===== src/rtl/sbox_pkg.sv =====
package sbox_pkg;

  localparam int BYTE_W     = 8;
  localparam int NIB_W      = 4;
  localparam int PIPE_DEPTH = 3;
  localparam logic [BYTE_W-1:0] AFF_CONST = 8'h63;
  localparam logic [BYTE_W-1:0] BYTE_RED  = 8'h1B;  // x^8 = x^4+x^3+x+1
  localparam logic [NIB_W-1:0]  NIB_RED   = 4'h3;   // z^4 = z+1

  typedef struct packed {
    logic vld;
    logic inv;
  } ctl_t;

  function automatic logic [BYTE_W-1:0] rotl8(input logic [BYTE_W-1:0] x, input int n);
    logic [2*BYTE_W-1:0] dbl;
    dbl = {x, x} << n;
    return dbl[2*BYTE_W-1:BYTE_W];
  endfunction

  function automatic logic [BYTE_W-1:0] gf8_mul(input logic [BYTE_W-1:0] a, input logic [BYTE_W-1:0] b);
    logic [BYTE_W-1:0] p;
    logic [BYTE_W-1:0] t;
    p = '0;
    t = a;
    for (int i = 0; i < BYTE_W; i++) begin
      if (b[i]) p = p ^ t;
      t = {t[BYTE_W-2:0], 1'b0} ^ (t[BYTE_W-1] ? BYTE_RED : '0);
    end
    return p;
  endfunction

  function automatic logic [NIB_W-1:0] gf4_mul(input logic [NIB_W-1:0] a, input logic [NIB_W-1:0] b);
    logic [NIB_W-1:0] p;
    logic [NIB_W-1:0] t;
    p = '0;
    t = a;
    for (int i = 0; i < NIB_W; i++) begin
      if (b[i]) p = p ^ t;
      t = {t[NIB_W-2:0], 1'b0} ^ (t[NIB_W-1] ? NIB_RED : '0);
    end
    return p;
  endfunction

  // a^14 = a^-1 in GF(16); zero stays zero
  function automatic logic [NIB_W-1:0] gf4_inv(input logic [NIB_W-1:0] a);
    logic [NIB_W-1:0] a2, a4, a8;
    a2 = gf4_mul(a, a);
    a4 = gf4_mul(a2, a2);
    a8 = gf4_mul(a4, a4);
    return gf4_mul(gf4_mul(a2, a4), a8);
  endfunction

  // smallest nu with y^2 + y + nu irreducible over GF(16)
  function automatic logic [NIB_W-1:0] find_nu();
    logic [NIB_W-1:0] res;
    logic hit;
    res = '0;
    for (int n = 15; n >= 1; n--) begin
      hit = 1'b0;
      for (int t = 0; t < 16; t++)
        if ((gf4_mul(NIB_W'(t), NIB_W'(t)) ^ NIB_W'(t)) == NIB_W'(n)) hit = 1'b1;
      if (!hit) res = NIB_W'(n);
    end
    return res;
  endfunction

  // a root of z^4 + z + 1 inside GF(256)
  function automatic logic [BYTE_W-1:0] find_alpha();
    logic [BYTE_W-1:0] res;
    logic [BYTE_W-1:0] a2;
    res = '0;
    for (int a = 255; a >= 2; a--) begin
      a2 = gf8_mul(BYTE_W'(a), BYTE_W'(a));
      if ((gf8_mul(a2, a2) ^ BYTE_W'(a) ^ 8'h01) == '0) res = BYTE_W'(a);
    end
    return res;
  endfunction

  function automatic logic [BYTE_W-1:0] embed_nib(input logic [NIB_W-1:0] x, input logic [BYTE_W-1:0] alpha);
    logic [BYTE_W-1:0] pw;
    logic [BYTE_W-1:0] s;
    pw = 8'h01;
    s  = '0;
    for (int i = 0; i < NIB_W; i++) begin
      if (x[i]) s = s ^ pw;
      pw = gf8_mul(pw, alpha);
    end
    return s;
  endfunction

  function automatic logic [BYTE_W-1:0] find_beta(input logic [BYTE_W-1:0] nu_img);
    logic [BYTE_W-1:0] res;
    res = '0;
    for (int b = 255; b >= 1; b--)
      if ((gf8_mul(BYTE_W'(b), BYTE_W'(b)) ^ BYTE_W'(b)) == nu_img) res = BYTE_W'(b);
    return res;
  endfunction

  function automatic logic [BYTE_W*BYTE_W-1:0] apply_cols_dummy();
    return '0;
  endfunction

  function automatic logic [BYTE_W-1:0] apply_cols(input logic [BYTE_W*BYTE_W-1:0] cols,
                                                   input logic [BYTE_W-1:0] x);
    logic [BYTE_W-1:0] s;
    s = '0;
    for (int k = 0; k < BYTE_W; k++)
      if (x[k]) s = s ^ cols[k*BYTE_W +: BYTE_W];
    return s;
  endfunction

  // composite {h,l} -> standard basis: l bits weigh alpha^i, h bits alpha^i*beta
  function automatic logic [BYTE_W*BYTE_W-1:0] build_c2s();
    logic [BYTE_W*BYTE_W-1:0] cols;
    logic [BYTE_W-1:0] alpha, beta, pw;
    alpha = find_alpha();
    beta  = find_beta(embed_nib(find_nu(), alpha));
    pw    = 8'h01;
    cols  = '0;
    for (int i = 0; i < NIB_W; i++) begin
      cols[i*BYTE_W +: BYTE_W]         = pw;
      cols[(i+NIB_W)*BYTE_W +: BYTE_W] = gf8_mul(pw, beta);
      pw = gf8_mul(pw, alpha);
    end
    return cols;
  endfunction

  function automatic logic [BYTE_W*BYTE_W-1:0] build_s2c(input logic [BYTE_W*BYTE_W-1:0] c2s);
    logic [BYTE_W*BYTE_W-1:0] cols;
    cols = '0;
    for (int k = 0; k < BYTE_W; k++)
      for (int c = 0; c < 256; c++)
        if (apply_cols(c2s, BYTE_W'(c)) == (BYTE_W'(1) << k)) cols[k*BYTE_W +: BYTE_W] = BYTE_W'(c);
    return cols;
  endfunction

  localparam logic [NIB_W-1:0]         NORM_NU  = find_nu();
  localparam logic [BYTE_W*BYTE_W-1:0] C2S_COLS = build_c2s();
  localparam logic [BYTE_W*BYTE_W-1:0] S2C_COLS = build_s2c(C2S_COLS);

endpackage


===== src/rtl/sbox_affine.sv =====
module sbox_affine
  import sbox_pkg::*;
#(
  parameter bit INVERSE = 1'b0
) (
  input  logic [BYTE_W-1:0] din,
  output logic [BYTE_W-1:0] dout
);
  generate
    if (INVERSE) begin : g_inv
      // strip the constant, then rotate-XOR by 1, 3, 6
      logic [BYTE_W-1:0] unc;
      always_comb begin
        unc  = din ^ AFF_CONST;
        dout = rotl8(unc, 1) ^ rotl8(unc, 3) ^ rotl8(unc, 6);
      end
    end else begin : g_fwd
      // rotate-XOR by 0..4, then add the constant
      always_comb
        dout = din ^ rotl8(din, 1) ^ rotl8(din, 2) ^ rotl8(din, 3) ^ rotl8(din, 4) ^ AFF_CONST;
    end
  endgenerate
endmodule


===== src/rtl/sbox_field_map.sv =====
module sbox_field_map
  import sbox_pkg::*;
#(
  parameter bit TO_COMPOSITE = 1'b1
) (
  input  logic [BYTE_W-1:0] din,
  output logic [BYTE_W-1:0] dout
);
  localparam logic [BYTE_W*BYTE_W-1:0] COLS = TO_COMPOSITE ? S2C_COLS : C2S_COLS;

  always_comb begin
    dout = '0;
    for (int k = 0; k < BYTE_W; k++)
      if (din[k]) dout = dout ^ COLS[k*BYTE_W +: BYTE_W];
  end
endmodule


===== src/rtl/sbox_norm_inv.sv =====
module sbox_norm_inv
  import sbox_pkg::*;
(
  input  logic [NIB_W-1:0] hi,
  input  logic [NIB_W-1:0] lo,
  output logic [NIB_W-1:0] norm_inv
);
  logic [NIB_W-1:0] norm;

  // (h*y + l) * (h*y + h + l) = h^2*nu + h*l + l^2 for y^2 = y + nu
  always_comb begin
    norm     = gf4_mul(gf4_mul(hi, hi), NORM_NU) ^ gf4_mul(hi, lo) ^ gf4_mul(lo, lo);
    norm_inv = gf4_inv(norm);
  end
endmodule


===== src/rtl/sbox_dual_pipe.sv =====
module sbox_dual_pipe
  import sbox_pkg::*;
(
  input  logic              clk,
  input  logic              rst,
  input  logic              in_vld,
  input  logic              in_inv,
  input  logic [BYTE_W-1:0] in_byte,
  output logic              out_vld,
  output logic [BYTE_W-1:0] out_byte
);

  // ---------------- stage 1: input affine + basis change ----------------
  logic [BYTE_W-1:0] pre_unaff, pre_sel, pre_comp;
  ctl_t              s1_ctl;
  logic [BYTE_W-1:0] s1_comp;

  sbox_affine #(.INVERSE(1'b1)) u_in_aff (.din(in_byte), .dout(pre_unaff));

  always_comb pre_sel = in_inv ? pre_unaff : in_byte;

  sbox_field_map #(.TO_COMPOSITE(1'b1)) u_to_comp (.din(pre_sel), .dout(pre_comp));

  always_ff @(posedge clk) begin
    if (rst) begin
      s1_ctl  <= '0;
      s1_comp <= '0;
    end else begin
      s1_ctl  <= '{vld: in_vld, inv: in_inv};
      s1_comp <= pre_comp;
    end
  end

  // ---------------- stage 2: norm and its GF(16) inverse -----------------
  logic [NIB_W-1:0] nrm_inv;
  ctl_t             s2_ctl;
  logic [NIB_W-1:0] s2_hi, s2_lo, s2_ninv;

  sbox_norm_inv u_norm (
    .hi      (s1_comp[BYTE_W-1:NIB_W]),
    .lo      (s1_comp[NIB_W-1:0]),
    .norm_inv(nrm_inv)
  );

  always_ff @(posedge clk) begin
    if (rst) begin
      s2_ctl  <= '0;
      s2_hi   <= '0;
      s2_lo   <= '0;
      s2_ninv <= '0;
    end else begin
      s2_ctl  <= s1_ctl;
      s2_hi   <= s1_comp[BYTE_W-1:NIB_W];
      s2_lo   <= s1_comp[NIB_W-1:0];
      s2_ninv <= nrm_inv;
    end
  end

  // -------- stage 3: finish inverse, map back, output affine --------
  logic [NIB_W-1:0]  inv_hi, inv_lo;
  logic [BYTE_W-1:0] back_std, back_aff, post_sel;

  always_comb begin
    inv_hi = gf4_mul(s2_hi, s2_ninv);
    inv_lo = gf4_mul(s2_hi ^ s2_lo, s2_ninv);
  end

  sbox_field_map #(.TO_COMPOSITE(1'b0)) u_to_std (.din({inv_hi, inv_lo}), .dout(back_std));
  sbox_affine    #(.INVERSE(1'b0))      u_out_aff (.din(back_std), .dout(back_aff));

  always_comb post_sel = s2_ctl.inv ? back_std : back_aff;

  always_ff @(posedge clk) begin
    if (rst) begin
      out_vld  <= 1'b0;
      out_byte <= '0;
    end else begin
      out_vld  <= s2_ctl.vld;
      out_byte <= post_sel;
    end
  end

  // ---------------- assertions ----------------
  logic [1:0] since_rst;
  always_ff @(posedge clk) begin
    if (rst) since_rst <= '0;
    else if (since_rst != 2'd3) since_rst <= since_rst + 2'd1;
  end

  assert_valid_delay_R6: assert property (@(posedge clk) disable iff (rst)
    (since_rst == 2'd3) |-> (out_vld == $past(in_vld, PIPE_DEPTH)));

  assert_fwd_zero_R3: assert property (@(posedge clk) disable iff (rst)
    (since_rst == 2'd3 && $past(in_vld, PIPE_DEPTH) && !$past(in_inv, PIPE_DEPTH)
     && $past(in_byte, PIPE_DEPTH) == 8'h00) |-> (out_byte == 8'h63));

  assert_inv_zero_R3: assert property (@(posedge clk) disable iff (rst)
    (since_rst == 2'd3 && $past(in_vld, PIPE_DEPTH) && $past(in_inv, PIPE_DEPTH)
     && $past(in_byte, PIPE_DEPTH) == 8'h63) |-> (out_byte == 8'h00));

  assert_fwd_53_R8: assert property (@(posedge clk) disable iff (rst)
    (since_rst == 2'd3 && $past(in_vld, PIPE_DEPTH) && !$past(in_inv, PIPE_DEPTH)
     && $past(in_byte, PIPE_DEPTH) == 8'h53) |-> (out_byte == 8'hED));

  assert_reset_quiet_R7: assert property (@(posedge clk)
    rst |=> !out_vld);

endmodule


===== config.mk =====
export PLATFORM = sky130hd
export DESIGN_NAME = sbox_dual_pipe
export DESIGN_NICKNAME = d
export VERILOG_FILES = /design/src/rtl/sbox_pkg.sv /design/src/rtl/sbox_affine.sv /design/src/rtl/sbox_field_map.sv /design/src/rtl/sbox_norm_inv.sv /design/src/rtl/sbox_dual_pipe.sv
export SDC_FILE = /design/constraint.sdc
export NUM_CORES = 1
export LEC_CHECK = 0
export BUFFER_PORTS_ARGS = -buffer_cell sky130_fd_sc_hd__buf_2
export CAP_MARGIN = 10
export CORE_MARGIN = 2
export CORE_UTILIZATION = 60
export CTS_CLUSTER_DIAMETER = 50
export CTS_CLUSTER_SIZE = 14
export DETAILED_ROUTE_END_ITERATION = 6
export GPL_ROUTABILITY_DRIVEN = 0
export GPL_TIMING_DRIVEN = 0
export PLACE_DENSITY = 0.89
export SLEW_MARGIN = 20
export SYNTH_ARGS = -nofsm -noshare
export SYNTH_HDL_FRONTEND = slang
export SYNTH_HIERARCHICAL = 1
export SYNTH_SLANG_ARGS = --single-unit

===== constraint.sdc =====
create_clock -name clk -period 5.1 [get_ports clk]
set_input_delay 1.02 -clock clk [delete_from_list [all_inputs] [get_ports clk]]
set_output_delay 1.02 -clock clk [all_outputs]
set_load 0.02 [all_outputs]

==> results of run 1 <==
through the flow:
stage / hold slack (ns) / instance area, sq um
finish: 0.4380 / 3597
floorplan: 0.4138 / 3294
detailed placement: 0.4276 / 3477
CTS: 0.4418 / 3597
global placement: 0.4181 / 3477
global route: 0.4613 / 3597
cell usage after synthesis (2+ instances only):
cell	n	area, sq um
a21oi_1	15	75.07
and2_1	3	18.77
and3_1	4	25.02
buf_2	2	10.01
buf_4	10	75.07
buf_6	4	45.04
clkbuf_1	9	33.78
dfxtp_1	33	660.6
ha_1	5	62.56
inv_1	3	11.26
mux2_2	9	101.4
mux2i_1	11	110.1
nand2_1	41	153.9
nand2b_1	9	56.30
nand3_1	2	10.01
nor2_1	21	78.83
nor2b_1	27	168.9
nor3_1	4	20.02
nor4_1	2	12.51
o211ai_1	2	15.01
o21ai_0	8	40.04
o21ai_1	4	20.02
or2b_1	2	15.01
xnor2_1	59	516.8
xnor2_2	5	81.33
xnor3_1	5	112.6
xnor3_2	3	71.32
xor2_1	19	166.4
xor2_2	2	32.53
xor2_4	4	110.1
xor3_1	8	190.2
cell type report:
type	instances	area, sq um	share of cell area [%]
Clock inverter	2	37.54	1.043
Inverter	4	15.01	0.4174
Timing Repair Buffer	19	95.09	2.643
Clock buffer	6	82.58	2.296
Tap cell	70	87.58	2.435
Buffer	25	163.9	4.557
Multi-Input combinational cell	291	2455	68.24
Sequential cell	33	660.6	18.37
state kept, by name, summed over array words and instances (netlist names):
register  flops
s2_hi         4
s2_ninv       4
s1_comp       8
s1_ctl        2
s2_lo         4
s2_ctl        2
out_byte      8
out_vld       1
final timing paths:
kind / start / to / cells after the start / slack, ns
setup reg to reg: s1_comp[4]$_SDFF_PP0_ / s2_ninv[0]$_SDFF_PP0_ / 14 / 1.31
hold reg to reg: s1_ctl[1]$_SDFF_PP0_ / s2_ctl[1]$_SDFF_PP0_ / 1 / 0.44
setup / recovery: s1_comp[4]$_SDFF_PP0_ / s2_ninv[0]$_SDFF_PP0_ / 14 / 1.31
hold / removal: s1_ctl[1]$_SDFF_PP0_ / s2_ctl[1]$_SDFF_PP0_ / 1 / 0.44
worst max-delay path, stage by stage, from the launching register on:
cell	delay (ns)
dfxtp_1	0.53
ha_1	0.31
buf_6	0.15
xor2_4	0.21
mux2i_1	0.20
xor2_1	0.19
xnor3_2	0.36
buf_4	0.21
ha_1	0.19
or2_2	0.28
clkbuf_1	0.20
o21ai_0	0.23
a21oi_1	0.10
nor4_1	0.38
nor2b_1	0.19
metal layers:
| layer | global-route usage [%] | wire length (microns) |
|---|---|---|
| met5 | 0 | 0 |
| met4 | 7.544 | 93 |
| met3 | 3.793 | 196 |
| met2 | 40.17 | 3365 |
| met1 | 24.02 | 2615 |
kinds of logic (layout without fill, tap and decap cells):
| logic type | after synthesis | in the layout | share of synthesized area, % |
|---|---|---|---|
| adders and majority gates | 5 | 5 | 1.899 |
| xor gates and xnor gates | 106 | 106 | 39.73 |
| DFF | 33 | 33 | 20.05 |
| buffers and inverters | 29 | 56 | 5.431 |
| AOI/OAI and AO/OA | 42 | 42 | 8.812 |
| muxes | 20 | 20 | 6.419 |
| and+or+nand+nor | 118 | 118 | 17.66 |
layout by cell type (no fill, tap or decap), types with 2 or more instances in the layout:
cell and n:
o21ai_0 8, nand2_1 41, xor3_1 8, mux2i_1 11, xnor3_1 5, xnor2_2 5, xor2_4 4, nor3_1 4
nor4_1 2, dfxtp_1 33, nor2b_1 27, clkbuf_1 9, and3_1 4, ha_1 5, and2_1 3, buf_2 21
or2b_1 2, xor2_2 2, o211ai_1 2, buf_6 4, inv_1 3, xor2_1 19, clkbuf_8 6, mux2_2 9
xnor2_1 59, nand3_1 2, nand2b_1 9, buf_4 10, o21ai_1 4, xnor3_2 3, a21oi_1 15, nor2_1 21
==> flow_summary.yaml, run 1 <==
sta:
  fmax_mhz: 263.8
  drv_slew: 0
  worst_pin_slew_ns: 0.6278
  period_share_pct: 74.33
  finalSetupViolCount: 0
  maxSlewHeadroom_pct: 57.99
  hold_viol: 0
  setup-tns-final_ns: 0
  fin_skew_ns: 0.01297
  rsz0062_at_grt: "no"
  fin_ws_ns: 1.309
  min_period_ns: 3.791
die:
  io_pins: 21
  die_h_microns: 78.10
  start_util_pct: 63.29
  fp.dieArea_sq_um: 6100
  rows: 26
  die_width_microns: 78.10
  fp.coreArea_sq_um: 5205
clocking:
  cts_buffer_depth: 2
  cts_made_buffers: 5
  cts_tree: "done"
  cts-resized-gates: 0
  cts.clk_slew.worst_paths_ns: 0.07
  insertion_delay_ns: 0.30
  hold_buffers: 0
  cts_htree_levels: 2
  cts_setup_buffers: 0
  cts_sinks: 33
  cts-root-buf: "clkbuf_8"
grt:
  first_global_vias: 2313
  grt_first_pass_wirelength_mm: 10.47
  grt_max_degree: 12
  grt_antenna_before_repair: 0
  grt_overflow: 0
  grt.total_usage_pct: 21.36
placed_design:
  dp_slack_ns: 1.451
  hpwlAfterDp_mm: 4.579
  io_buffers: 19
  place_inst: 442
synth:
  synth_seq_cells: 33
  yosysWarnings: 6
  syn_area_sq_um: 3294
  ys.flop_type: "dfxtp_1"
  syn_area_per_cell_sq_um: 9.333
  async_reset_ff_share_pct: 0
  syn-num-nets: 370
  synth_edf_count: 0
  netlist_instances: 353
  netlist-cell-type-count: 49
  ys_seq_area_share_pct: 20.05
detailed_routing:
  wirelength_mm: 6.270
  wl_per_cell_microns: 13.93
  dr.pass1.iters: 4
  via_count: 2380
  ant_nets: 0
  drc: 0
  drt_iter0_drc: 86
  viasPerCell: 5.289
cells_and_area:
  stdcell_count: 450
  syn_to_final_growth_pct: 9.191
  drive_above_1_share_pct: 19.74
  fillers: 378
  fin_nets: 396
  n_antenna_cell: 0
  fin_util_pct: 69.11
worst_setup_path:
  path_class: "reg -> reg"
  arrival_ns: 4.01
  startpoint_type: "flip-flop"
  critPathRequiredTime_ns: 5.32
  end_kind: "flip-flop"
  crit_fanout: 11
run:
  cap_violations: 0
hold_path:
  hold_path.class: "reg -> reg"
status:
  status: "complete, no violations"
Power of run 1 is left out: the tool's default activity adds up to more than one toggle a clock period on the data nets, which glitch-free logic cannot reach.
==> inputs of run 2 (changes only) <==
--- a/config.mk
+++ b/config.mk
@@ -8,13 +8,13 @@
 export BUFFER_PORTS_ARGS = -buffer_cell sky130_fd_sc_hd__buf_2
 export CAP_MARGIN = 10
 export CORE_MARGIN = 2
-export CORE_UTILIZATION = 60
+export CORE_UTILIZATION = 56
 export CTS_CLUSTER_DIAMETER = 50
 export CTS_CLUSTER_SIZE = 14
 export DETAILED_ROUTE_END_ITERATION = 6
 export GPL_ROUTABILITY_DRIVEN = 0
 export GPL_TIMING_DRIVEN = 0
-export PLACE_DENSITY = 0.89
+export PLACE_DENSITY = 0.87
 export SLEW_MARGIN = 20
 export SYNTH_ARGS = -nofsm -noshare
 export SYNTH_HDL_FRONTEND = slang
==> constraint.sdc (replaced) <==
create_clock -name clk -period 3.2 [get_ports clk]
set_input_delay 0.64 -clock clk [delete_from_list [all_inputs] [get_ports clk]]
set_output_delay 0.64 -clock clk [all_outputs]
set_load 0.02 [all_outputs]
==> flow_summary.yaml, run 2 (synthesized netlist as in run 1, its figures left out) <==
placed_design:
  hpwlAfterDp_mm: 4.648
  io_buffers: 19
  place_inst: 444
worst_setup_path:
  regToRegStartpoint: "s1_comp[0]$_SDFF_PP0_"
  critPathRequiredTime_ns: 3.38
  end_kind: "flip-flop"
  arrival_ns: 3.27
  cp_num_buf_inv: 2
  path_class: "reg -> reg"
  startpoint_type: "flip-flop"
  crit_chain: "ha_4 > xor2_4 > xnor2_2 > xnor2_1 > xnor3_2 > inv_2 > buf_6 > ha_4 > or2_4 > nand2b_1 > a211o_1 > o2111ai_1 > o21ai_1 > nor2b_1"
  crit_fanout: 10
  slowest_delay_ns: 0.50
  cpLargestDelayFamily: "XOR/XNOR gates"
  crit_path_top_delay_cell: "xnor3_2"
  critPathMostFrequentCell: "ha_4"
  critPathLaunch: "s1_comp[0]$_SDFF_PP0_"
hold_path:
  hold_path.class: "reg -> reg"
  min-delay-start: "s1_ctl[1]$_SDFF_PP0_"
sta:
  min_period_ns: 3.089
  hold_viol: 0
  setup-tns-final_ns: 0
  fin_skew_ns: 0.009398
  fmax_mhz: 323.7
  worst_pin_slew_ns: 0.5592
  drv_slew: 0
  rsz0062_at_grt: "yes"
  period_share_pct: 96.54
  finalSetupViolCount: 0
  maxSlewHeadroom_pct: 62.45
die:
  rows: 27
  fp.coreArea_sq_um: 5608
  die_h_microns: 80.70
  start_util_pct: 58.75
  die_width_microns: 80.70
  fp.dieArea_sq_um: 6512
  io_pins: 21
cells_and_area:
  fin_util_pct: 68.36
  drive_above_1_share_pct: 27.32
  stdcell_count: 460
  multiInputGateArea_sq_um: 2608
  fillers: 413
  fin_nets: 404
  largestRegisters: "out_byte (8), s1_comp (8)"
  n_antenna_cell: 0
  syn_to_final_growth_pct: 16.37
  mostFrequentLayoutCell: "xnor2_1"
  ff_latch_area_sq_um: 670.6
  layout_common_cells: "xnor2_1, nand2_1, dfxtp_1, nor2b_1, buf_2"
detailed_routing:
  drc: 0
  wl_per_cell_microns: 14.89
  drt_iter0_drc: 80
  dr.pass1.iters: 4
  viasPerCell: 5.396
  wirelength_mm: 6.850
  via_count: 2482
  ant_nets: 0
grt:
  met1_usage_pct: 24.83
  first_global_vias: 2434
  met3_usage_pct: 3.483
  grt_first_pass_wirelength_mm: 10.87
  grt_antenna_before_repair: 0
  grt_max_degree: 12
  grtUsageMet2_pct: 38.75
  grt_overflow: 0
  grt.total_usage_pct: 20.97
  top_usage_layer: "met2"
run:
  cap_violations: 0
clocking:
  cts_made_buffers: 5
  cts_buffer_depth: 2
  cts_tree: "done"
  insertion_delay_ns: 0.29
  cts_htree_levels: 2
  cts_sinks: 33
  cts.clk_slew.worst_paths_ns: 0.07
  cts-root-buf: "clkbuf_8"
status:
  status: "complete, no violations"
-- run 2: through the flow --
step / hold slack [ns] / cell area [sq um] / worst slack [ns]
finish: 0.4445 / 3834 / 0.1107
global route: 0.4709 / 3834 / -0.07659
CTS: 0.4523 / 3654 / 0.01198
detailed placement: 0.4338 / 3481 / -0.3474
global placement: 0.4191 / 3481 / -0.2665
floorplan: 0.4138 / 3296 / 0.06497
-- run 2: final timing paths --
check        slack (ns)  depth (start not counted)               endpoint
max                0.11                         14  s2_ninv[3]$_SDFF_PP0_
min                0.44                          1   s2_ctl[1]$_SDFF_PP0_
max reg2reg        0.11                         14  s2_ninv[3]$_SDFF_PP0_
min reg2reg        0.44                          1   s2_ctl[1]$_SDFF_PP0_
-- run 2: area by class of cell --
type / instances / area share, %
Buffer: 24 / 4.373
Clock inverter: 2 / 0.9791
Sequential cell: 33 / 17.49
Multi-Input combinational cell: 291 / 68.02
Tap cell: 72 / 2.350
Inverter: 4 / 0.3916
Timing Repair Buffer: 28 / 4.243
Clock buffer: 6 / 2.154
-- run 2: routing by layer --
layer	routed length (microns)	part of all wire, %	up-vias
li1	-	-	1219
met1	2858	42	1169
met2	3496	51	78
met3	342	5.0	16
met4	153	2.2	0
met5	0	0	-
-- run 2: repair_timing --
item,CTS,global route
endpoints found under the setup margin,4,11
buffers inserted,3,6
hold buffers,0,0
gates resized for setup,9,23
pin swaps,3,5
-- run 2: worst register-to-register path, stage by stage (launching register included) --
cell and delay (ns):
dfxtp_4 0.40, ha_4 0.20, xor2_4 0.19, xnor2_2 0.18, xnor2_1 0.15, xnor3_2 0.50, inv_2 0.10, buf_6 0.15
ha_4 0.16, or2_4 0.17, nand2b_1 0.10, a211o_1 0.34, o2111ai_1 0.11, o21ai_1 0.10, nor2b_1 0.13
Power of run 2 is left out for the same reason.
==> inputs of run 3 (changes only) <==
==> constraint.sdc (replaced) <==
create_clock -name clk -period 2.6 [get_ports clk]
set_input_delay 0.52 -clock clk [delete_from_list [all_inputs] [get_ports clk]]
set_output_delay 0.52 -clock clk [all_outputs]
set_load 0.02 [all_outputs]
==> flow_summary.yaml, run 3 (synthesized netlist as in run 1, its figures left out) <==
clocking:
  hold_buffers: 0
  cts-root-buf: "clkbuf_8"
  cts_tree: "done"
  cts_htree_levels: 2
  insertion_delay_ns: 0.30
  cts_sinks: 33
  cts_buffer_depth: 2
  cts_made_buffers: 5
  cts.clk_slew.worst_paths_ns: 0.07
grt:
  grt_first_pass_wirelength_mm: 11.98
  grt_antenna_before_repair: 0
  first_global_vias: 2625
  grt_max_degree: 13
  grt_overflow: 0
  grt.total_usage_pct: 23.86
die:
  fp.dieArea_sq_um: 6512
  io_pins: 21
  die_width_microns: 80.70
  rows: 27
  start_util_pct: 58.75
  fp.coreArea_sq_um: 5608
  die_h_microns: 80.70
sta:
  finalSetupViolCount: 12
  fmax_mhz: 338.6
  period_share_pct: 113.6
  hold_viol: 0
  drv_slew: 0
  fin_ws_ns: -0.3534
  fin_skew_ns: 0.01268
  maxSlewHeadroom_pct: 48.44
  worst_pin_slew_ns: 0.7679
  min_period_ns: 2.953
  rsz0062_at_grt: "yes"
  setup-tns-final_ns: -3.283
hold_path:
  hold_end: "s2_ctl[1]$_SDFF_PP0_"
  hold_depth: 1
  hold_path.class: "reg -> reg"
  min-delay-start: "s1_ctl[1]$_SDFF_PP0_"
worst_setup_path:
  end_kind: "flip-flop"
  r2r_cells: 12
  critPathRequiredTime_ns: 2.76
  path_class: "reg -> reg"
  r2r-end: "s2_ninv[2]$_SDFF_PP0_"
  startpoint_type: "flip-flop"
  crit_fanout: 8
  arrival_ns: 3.11
  r2r_slack_ns: -0.35
  regToRegStartpoint: "s1_comp[4]$_SDFF_PP0_"
cells_and_area:
  fin_nets: 423
  largestRegisters: "out_byte (8), s1_comp (8)"
  final_area_sq_um: 4165
  mostFrequentLayoutCell: "xnor2_1"
  fin_util_pct: 74.27
  syn_to_final_growth_pct: 26.43
  layout_common_cells: "xnor2_1, buf_4, nand2_1, nor2b_1, dfxtp_1"
  fillers: 374
  n_antenna_cell: 0
  drive_above_1_share_pct: 38.57
detailed_routing:
  via_count: 2598
  wl_per_cell_microns: 15.56
  drt_iter0_drc: 88
  dr.pass1.iters: 5
  ant_nets: 0
  viasPerCell: 5.424
  wirelength_mm: 7.455
  drc: 0
placed_design:
  hpwlAfterDp_mm: 4.742
  dp_slack_ns: -0.5906
  io_buffers: 19
  placed_area_sq_um: 3655
status:
  status: "finished with violations"
  violations: "setup timing"
run:
  cap_violations: 0
## run 3: how the worst max path moves through the flow
stage | depth (start not counted) | start | to
after floorplan | 15 | s1_comp[4]$_SDFF_PP0_ | s2_ninv[3]$_SDFF_PP0_
after global placement | 13 | s1_comp[4]$_SDFF_PP0_ | s2_ninv[0]$_SDFF_PP0_
after detailed placement | 15 | s1_comp[4]$_SDFF_PP0_ | s2_ninv[3]$_SDFF_PP0_
after CTS | 14 | s1_comp[4]$_SDFF_PP0_ | s2_ninv[3]$_SDFF_PP0_
after global routing | 12 | s2_hi[2]$_SDFF_PP0_ | out_byte[5]$_SDFF_PP0_
final | 12 | s1_comp[4]$_SDFF_PP0_ | s2_ninv[2]$_SDFF_PP0_
## run 3: routing by layer
| layer | vias up | routed length [microns] | track usage [%] |
|---|---|---|---|
| li1 | 1260 | - | - |
| met1 | 1262 | 2947 | 27.64 |
| met2 | 63 | 4076 | 44.42 |
| met3 | 13 | 317 | 3.708 |
| met4 | 0 | 114 | 8.136 |
| met5 | - | 0 | 0 |
## run 3: final cells by class
type	count	area [sq um]	share of cell area [%]
clock inverter	2	16.27	0.3905
buffer	21	163.9	3.935
clock buffer	6	93.84	2.253
tap	72	90.09	2.163
sequential	33	675.6	16.22
inverter	4	17.52	0.4205
timing repair buffer	50	340.3	8.171
multi-input combinational	291	2768	66.45
## run 3: critical path, stage by stage (launching register included)
cell and delay [ns]:
dfxtp_4 0.36, ha_4 0.17, xor2_1 0.16, xnor2_1 0.20
xnor2_1 0.15, xnor3_2 0.51, buf_12 0.16, ha_4 0.16
or2_4 0.32, a21oi_1 0.26, o21ai_1 0.12, o311a_1 0.14
nor2b_1 0.13
## run 3: stage by stage
step,std cells,hold WS (ns)
final,479,0.4272
after global routing,479,0.4413
after CTS,474,0.4334
after detailed placement,444,0.4266
after global placement,444,0.4179
after floorplan,353,0.4138
## run 3: repair_timing
action	CTS	global route
endpoints found under the setup margin	12	12
buffers inserted	24	7
gates resized for setup	31	9
pin swaps	25	13
Power of run 3 is left out for the same reason.
